--- src/rtl/mc_sched_pkg.sv ---
package mc_sched_pkg;
    typedef enum logic [0:0] {ST_FILL, ST_RUN} sched_state_t;
    typedef enum logic [1:0] {ACT_BUBBLE, ACT_CREATE, ACT_RECIRC, ACT_RETIRE} sched_act_t;
endpackage

--- src/rtl/mc_anti_pair.sv ---
module mc_anti_pair #(
    parameter int RND_W = 16
) (
    input  logic                    clk,
    input  logic                    rst_n,
    input  logic                    take,
    input  logic                    rnd_valid,
    input  logic signed [RND_W-1:0] rnd_a,
    input  logic signed [RND_W-1:0] rnd_b,
    output logic                    avail,
    output logic                    rnd_ready,
    output logic signed [RND_W-1:0] use_a,
    output logic signed [RND_W-1:0] use_b
);
    logic                    half;
    logic signed [RND_W-1:0] held_a, held_b;

    assign avail     = half | rnd_valid;
    assign rnd_ready = take & ~half;
    assign use_a     = half ? -held_a : rnd_a;
    assign use_b     = half ? -held_b : rnd_b;

    always_ff @(posedge clk) begin
        if (!rst_n) begin
            half   <= 1'b0;
            held_a <= '0;
            held_b <= '0;
        end else if (take) begin
            if (half) begin
                half <= 1'b0;
            end else begin
                half   <= 1'b1;
                held_a <= rnd_a;
                held_b <= rnd_b;
            end
        end
    end

    assert_anti_second_R7: assert property (@(posedge clk) disable iff (!rst_n)
        (rnd_ready && rnd_valid) |=> (half && !rnd_ready));
    assert_anti_release_R7: assert property (@(posedge clk) disable iff (!rst_n)
        (take && half) |=> !half);
    assert_take_avail_R8: assert property (@(posedge clk) disable iff (!rst_n)
        take |-> avail);
endmodule

--- src/rtl/mc_slot_ctr.sv ---
module mc_slot_ctr #(
    parameter int SLOTS = 64
) (
    input  logic clk,
    input  logic rst_n,
    input  logic inc,
    output logic last_slot
);
    localparam int CNT_W = $clog2(SLOTS + 1);
    logic [CNT_W-1:0] cnt;

    assign last_slot = (cnt == CNT_W'(SLOTS - 1));

    always_ff @(posedge clk) begin
        if (!rst_n)   cnt <= '0;
        else if (inc) cnt <= cnt + 1'b1;
    end

    assert_slot_bound_R4: assert property (@(posedge clk) disable iff (!rst_n)
        cnt <= CNT_W'(SLOTS));
    assert_no_inc_full_R4: assert property (@(posedge clk) disable iff (!rst_n)
        (cnt == CNT_W'(SLOTS)) |-> !inc);
endmodule

--- src/rtl/mc_path_sched.sv ---
module mc_path_sched
    import mc_sched_pkg::*;
#(
    parameter int PRICE_W    = 32,
    parameter int VOL_W      = 32,
    parameter int RND_W      = 16,
    parameter int N_STEPS    = 64,
    parameter int STEP_W     = $clog2(N_STEPS + 1),
    parameter int SLOTS      = 64,
    parameter int INIT_PRICE = 100,
    parameter int INIT_VOL   = 4
) (
    input  logic                    clk,
    input  logic                    rst_n,
    input  logic                    rnd_valid,
    output logic                    rnd_ready,
    input  logic signed [RND_W-1:0] rnd_a,
    input  logic signed [RND_W-1:0] rnd_b,
    output logic                    host_valid,
    input  logic                    host_ready,
    output logic [PRICE_W-1:0]      host_payoff,
    output logic                    iss_live,
    output logic                    iss_ok,
    output logic [STEP_W-1:0]       iss_step,
    output logic [PRICE_W-1:0]      iss_price,
    output logic [VOL_W-1:0]        iss_vol,
    output logic signed [RND_W-1:0] iss_rnd_a,
    output logic signed [RND_W-1:0] iss_rnd_b,
    input  logic                    fifo_valid,
    output logic                    fifo_pop,
    input  logic                    fifo_ok,
    input  logic [STEP_W-1:0]       fifo_step,
    input  logic [PRICE_W-1:0]      fifo_price,
    input  logic [VOL_W-1:0]        fifo_vol
);
    localparam logic [STEP_W-1:0] LAST_STEP = STEP_W'(N_STEPS);

    sched_state_t            state, state_nxt;
    sched_act_t              act;
    logic                    avail, take, last_slot, head_done;
    logic signed [RND_W-1:0] use_a, use_b;

    mc_anti_pair #(.RND_W(RND_W)) u_pair (
        .clk(clk), .rst_n(rst_n), .take(take), .rnd_valid(rnd_valid),
        .rnd_a(rnd_a), .rnd_b(rnd_b), .avail(avail), .rnd_ready(rnd_ready),
        .use_a(use_a), .use_b(use_b)
    );

    mc_slot_ctr #(.SLOTS(SLOTS)) u_slots (
        .clk(clk), .rst_n(rst_n), .inc(act == ACT_CREATE), .last_slot(last_slot)
    );

    assign head_done = fifo_valid && (fifo_step == LAST_STEP);

    // state register
    always_ff @(posedge clk) begin
        if (!rst_n) state <= ST_FILL;
        else        state <= state_nxt;
    end

    // action choice and outputs
    always_comb begin
        act       = ACT_BUBBLE;
        state_nxt = state;
        unique case (state)
            ST_FILL: begin
                if (avail) begin
                    act = ACT_CREATE;
                    if (last_slot) state_nxt = ST_RUN;
                end
            end
            ST_RUN: begin
                if (head_done) begin
                    if (avail && host_ready) act = ACT_RETIRE;
                end else if (fifo_valid && avail) begin
                    act = ACT_RECIRC;
                end
            end
            default: act = ACT_BUBBLE;
        endcase

        take        = (act != ACT_BUBBLE);
        fifo_pop    = (act == ACT_RECIRC) || (act == ACT_RETIRE);
        host_valid  = (state == ST_RUN) && head_done && avail;
        host_payoff = fifo_ok ? fifo_price : '0;

        iss_live  = take;
        iss_ok    = 1'b0;
        iss_step  = '0;
        iss_price = '0;
        iss_vol   = '0;
        iss_rnd_a = take ? use_a : '0;
        iss_rnd_b = take ? use_b : '0;
        if (act == ACT_RECIRC) begin
            iss_ok    = fifo_ok;
            iss_step  = fifo_step;
            iss_price = fifo_price;
            iss_vol   = fifo_vol;
        end else if (take) begin
            iss_ok    = 1'b1;
            iss_price = PRICE_W'(INIT_PRICE);
            iss_vol   = VOL_W'(INIT_VOL);
        end
    end

    assert_no_pop_fill_R3: assert property (@(posedge clk) disable iff (!rst_n)
        (state == ST_FILL) |-> !fifo_pop);
    assert_pop_issues_R5: assert property (@(posedge clk) disable iff (!rst_n)
        fifo_pop |-> iss_live);
    assert_retire_new_R6: assert property (@(posedge clk) disable iff (!rst_n)
        (host_valid && host_ready) |-> (fifo_pop && iss_live && iss_step == '0));
    assert_host_hold_R9: assert property (@(posedge clk) disable iff (!rst_n)
        (host_valid && !host_ready && rnd_valid) |=> (host_valid && $stable(host_payoff)));
    assert_empty_bubble_R10: assert property (@(posedge clk) disable iff (!rst_n)
        (state == ST_RUN && !fifo_valid) |-> (!iss_live && !fifo_pop));
    assert_bubble_no_host_R2: assert property (@(posedge clk) disable iff (!rst_n)
        !iss_live |-> !(host_valid && host_ready));
endmodule

--- config.mk ---
export PLATFORM = sky130hd
export DESIGN_NAME = mc_path_sched
export DESIGN_NICKNAME = d
export VERILOG_FILES = /design/src/rtl/mc_sched_pkg.sv /design/src/rtl/mc_anti_pair.sv /design/src/rtl/mc_slot_ctr.sv /design/src/rtl/mc_path_sched.sv
export SDC_FILE = /design/constraint.sdc
export NUM_CORES = 1
export LEC_CHECK = 0
export ABC_AREA = 1
export BUFFER_PORTS_ARGS = -buffer_cell sky130_fd_sc_hd__buf_2
export CAP_MARGIN = 20
export CORE_AREA = 2 2 118 97
export CTS_CLUSTER_DIAMETER = 200
export DETAILED_ROUTE_END_ITERATION = 16
export DIE_AREA = 0 0 120 99
export HOLD_SLACK_MARGIN = 0.12
export MAX_ROUTING_LAYER = met4
export PLACE_DENSITY_LB_ADDON = 0.05
export SYNTH_ARGS = -nofsm -noshare
export SYNTH_HDL_FRONTEND = slang
export SYNTH_SLANG_ARGS = --single-unit
--- constraint.sdc ---
create_clock -name clk -period 2.6 [get_ports clk]
set_input_delay 0.13 -clock clk [delete_from_list [all_inputs] [get_ports clk]]
set_output_delay 0.13 -clock clk [all_outputs]
set_load 0.02 [all_outputs]
==> flow_summary.ini <==
[sta]
rsz0062_at_grt = no
setup_tns_ns = 0
final_max_slew_viol_count = 0
worst_pin_slew_ns = 0.659
max-slew-margin-rel_pct = 55.9
finalWorstSetupSlack_ns = 0.334
final.period_utilization_pct = 87.1
report.final.setup_viol = 0
fmax_mhz = 441
finalHoldViolCount = 0
fin_crit_ns = 2.27
fin_skew_ns = 0.00495

[clock_tree]
ctsHtreeMaxLevel = 2
numCtsBuffers = 5
cts.sinks = 41
clkSlewWorstSetupHoldPaths_ns = 0.06
cts_tree = built
clock_latency_ns = 0.29
cts_root_buffer = clkbuf_16
ctsHoldBuffers = 0
cts_resized = 0
postCtsSetupRepairBufs = 0
cts.path.max_buffers = 2

[flow_run]
cap_violations = 0

[routing]
post_drt_wl_per_cell_um = 13.4
avgViaCountPerCell = 4.44
dr_total_vias = 4448
ant_nets = 0
first_iter_violations = 151
drc = 0
drt-total-wl_mm = 13.4
drtPass1Iterations = 4

[yosys]
seq_area_frac_synth_pct = 22.5
synth_fp_nets = 734
ys_seq_elements = 41
synth_top_area_cell = dfxtp_1
syn_inst = 622
yosys_warnings = 0
synth.top_cell.area_share_pct = 22.5
synth.distinct_cells = 31
syn_area_sq_mm = 0.00365
syn_avg_cell_area_sq_um = 5.87
synth_area_leaders = dfxtp_1, nand2_1, inv_1, nor2_4, nor2_1

[floorplanning]
core_area_sq_mm = 0.0107
die_x_um = 120
die_h_um = 99
initial_utilization_pct = 34.2
rows = 34
pin_count = 249
die-area_sq_mm = 0.0119

[finish]
syn2layout_area_growth_pct = 40.3
final_util_pct = 47.9
diodes = 0
layout_commonest_cell = buf_2
final_cell_area_sq_mm = 0.00512
n_fill_cell = 1171
drive_above_1_share_pct = 35.9
final_cell_mix = buf_2, nand2_1, inv_1
final_nets = 969

[worst_setup_path]
arrival_ns = 2.14
critPathMaxFanout = 33
criticalPathCategory = reg -> out
worst_setup_path_end_kind = primary output
critPathLaunchType = flip-flop
required_ns = 2.47

[power_and_ir_drop]
power_frac_clock_pct = 28.1
leakage_nw = 3.26
seqPwrFrac_pct = 31.5
p_per_area_mw_per_mm2 = 449
power.total_w = 0.00230
intPower_w = 0.00138
swShare_pct = 39.8
combPwrFrac_pct = 40.4
vdd_ir_drop_max_v = 0.000265
power_switching_w = 0.000914

[global_routing]
track_usage_pct = 22.4
grt_max_degree = 39
grt_first_pass_wirelength_mm = 20.5
antenna_found_initial = 0
grt_pass1_vias = 4140
grt.overflow.total = 0

[placement]
place_area_sq_mm = 0.00496
dpl_worst_slack_ns = 0.606
post-dp-hpwl_mm = 10.9
place.gp.congestion = 0.884
port_buffers = 248

[outcome]
status = finished, final reports clean

[worst_hold_path]
hp-class = in -> reg
## final timing paths
| kind | depth (start not counted) | endpoint | start | slack, ns |
|---|---|---|---|---|
| min reg2reg | 2 | u_pair.held_a[0]$_SDFFE_PN0P_ | u_pair.held_a[0]$_SDFFE_PN0P_ | 0.47 |
| max reg2reg | 5 | u_pair.held_a[2]$_SDFFE_PN0P_ | u_pair.half$_SDFFE_PN0P_ | 0.79 |
| min | 3 | u_pair.held_b[3]$_SDFFE_PN0P_ | rnd_b[3] | 0.13 |
| max | 10 | iss_vol[20] | state$_SDFF_PN0_ | 0.33 |
## state kept, by name (all words and copies together), names as in the netlist
signal	cells
state	1
u_pair.half	1
u_slots.cnt	7
u_pair.held_b	16
u_pair.held_a	16
## area by class of cell
type / instances / area (sq um) / area share, %
timing repair buffer: 256 / 1330 / 25.9
clock buffer: 6 / 139 / 2.71
tap: 144 / 180 / 3.52
clock inverter: 2 / 13.8 / 0.269
multi-input combinational: 414 / 2110 / 41.2
inverter: 139 / 527 / 10.3
sequential: 41 / 821 / 16.0
## metrics by stage
step	hold slack (ns)	std cells
3_5_place_dp	0.425	994
2_1_floorplan	0.294	622
6_report	0.130	1002
4_1_cts	0.125	1002
5_1_grt	0.130	1002
3_3_place_gp	0.418	994
## per-layer routing
| metal | wire length [um] | share of wire [%] | GRT usage (%) | up-vias |
|---|---|---|---|---|
| met2 | 6730 | 50 | 40.3 | 121 |
| met4 | 274 | 2.0 | 5.97 | 0 |
| met3 | 719 | 5.4 | 3.88 | 21 |
| met5 | 0 | 0 | - | - |
| li1 | - | - | - | 2320 |
| met1 | 5690 | 42 | 25.8 | 1986 |
## cells by family after synthesis
group,Yosys count,synth area share [%]
AOI/OAI and AO/OA,66,9.16
xor gates and xnor gates,18,4.32
adders and majority gates,3,1.03
buffers and inverters,167,19.6
DFF,41,22.5
and+or+nand+nor,327,43.3
## Yosys cell counts
cell,count
a21oi_1,38
a31oi_1,1
and2_1,1
and3_4,1
buf_12,3
buf_2,8
buf_4,3
buf_6,2
clkbuf_1,12
clkinv_1,1
dfxtp_1,41
ha_1,3
inv_1,134
inv_2,3
inv_6,1
nand2_1,148
nand2_2,4
nand2_4,2
nand3_1,53
nand4_1,3
nor2_1,76
nor2_2,4
nor2_4,28
nor2_8,1
nor3_1,5
nor4_1,1
o21ai_0,16
o21ai_1,10
o31ai_1,1
xnor2_1,3
xor2_1,15
## worst max-delay path, cell delays in order, from the launching register on
cell     delay [ns]
dfxtp_1        0.41
nand2_1        0.09
nor2_2         0.13
and3_4         0.19
nand2_2        0.06
nand2_4        0.07
inv_6          0.05
nand2_4        0.30
buf_12         0.28
nor2_1         0.10
buf_2          0.17
## power groups by stage
stage / combinational, W / sequential [W] / clock (W)
6_report: 0.000929 / 0.000725 / 0.000645
5_1_grt: 0.00104 / 0.000731 / 0.000689
4_1_cts: 0.000937 / 0.000724 / 0.000659
3_5_place_dp: 0.000932 / 0.000738 / 0
3_3_place_gp: 0.000928 / 0.000736 / 0
2_1_floorplan: 0.000626 / 0.000725 / 0
Note: power is estimated with default switching activity, not from simulation.
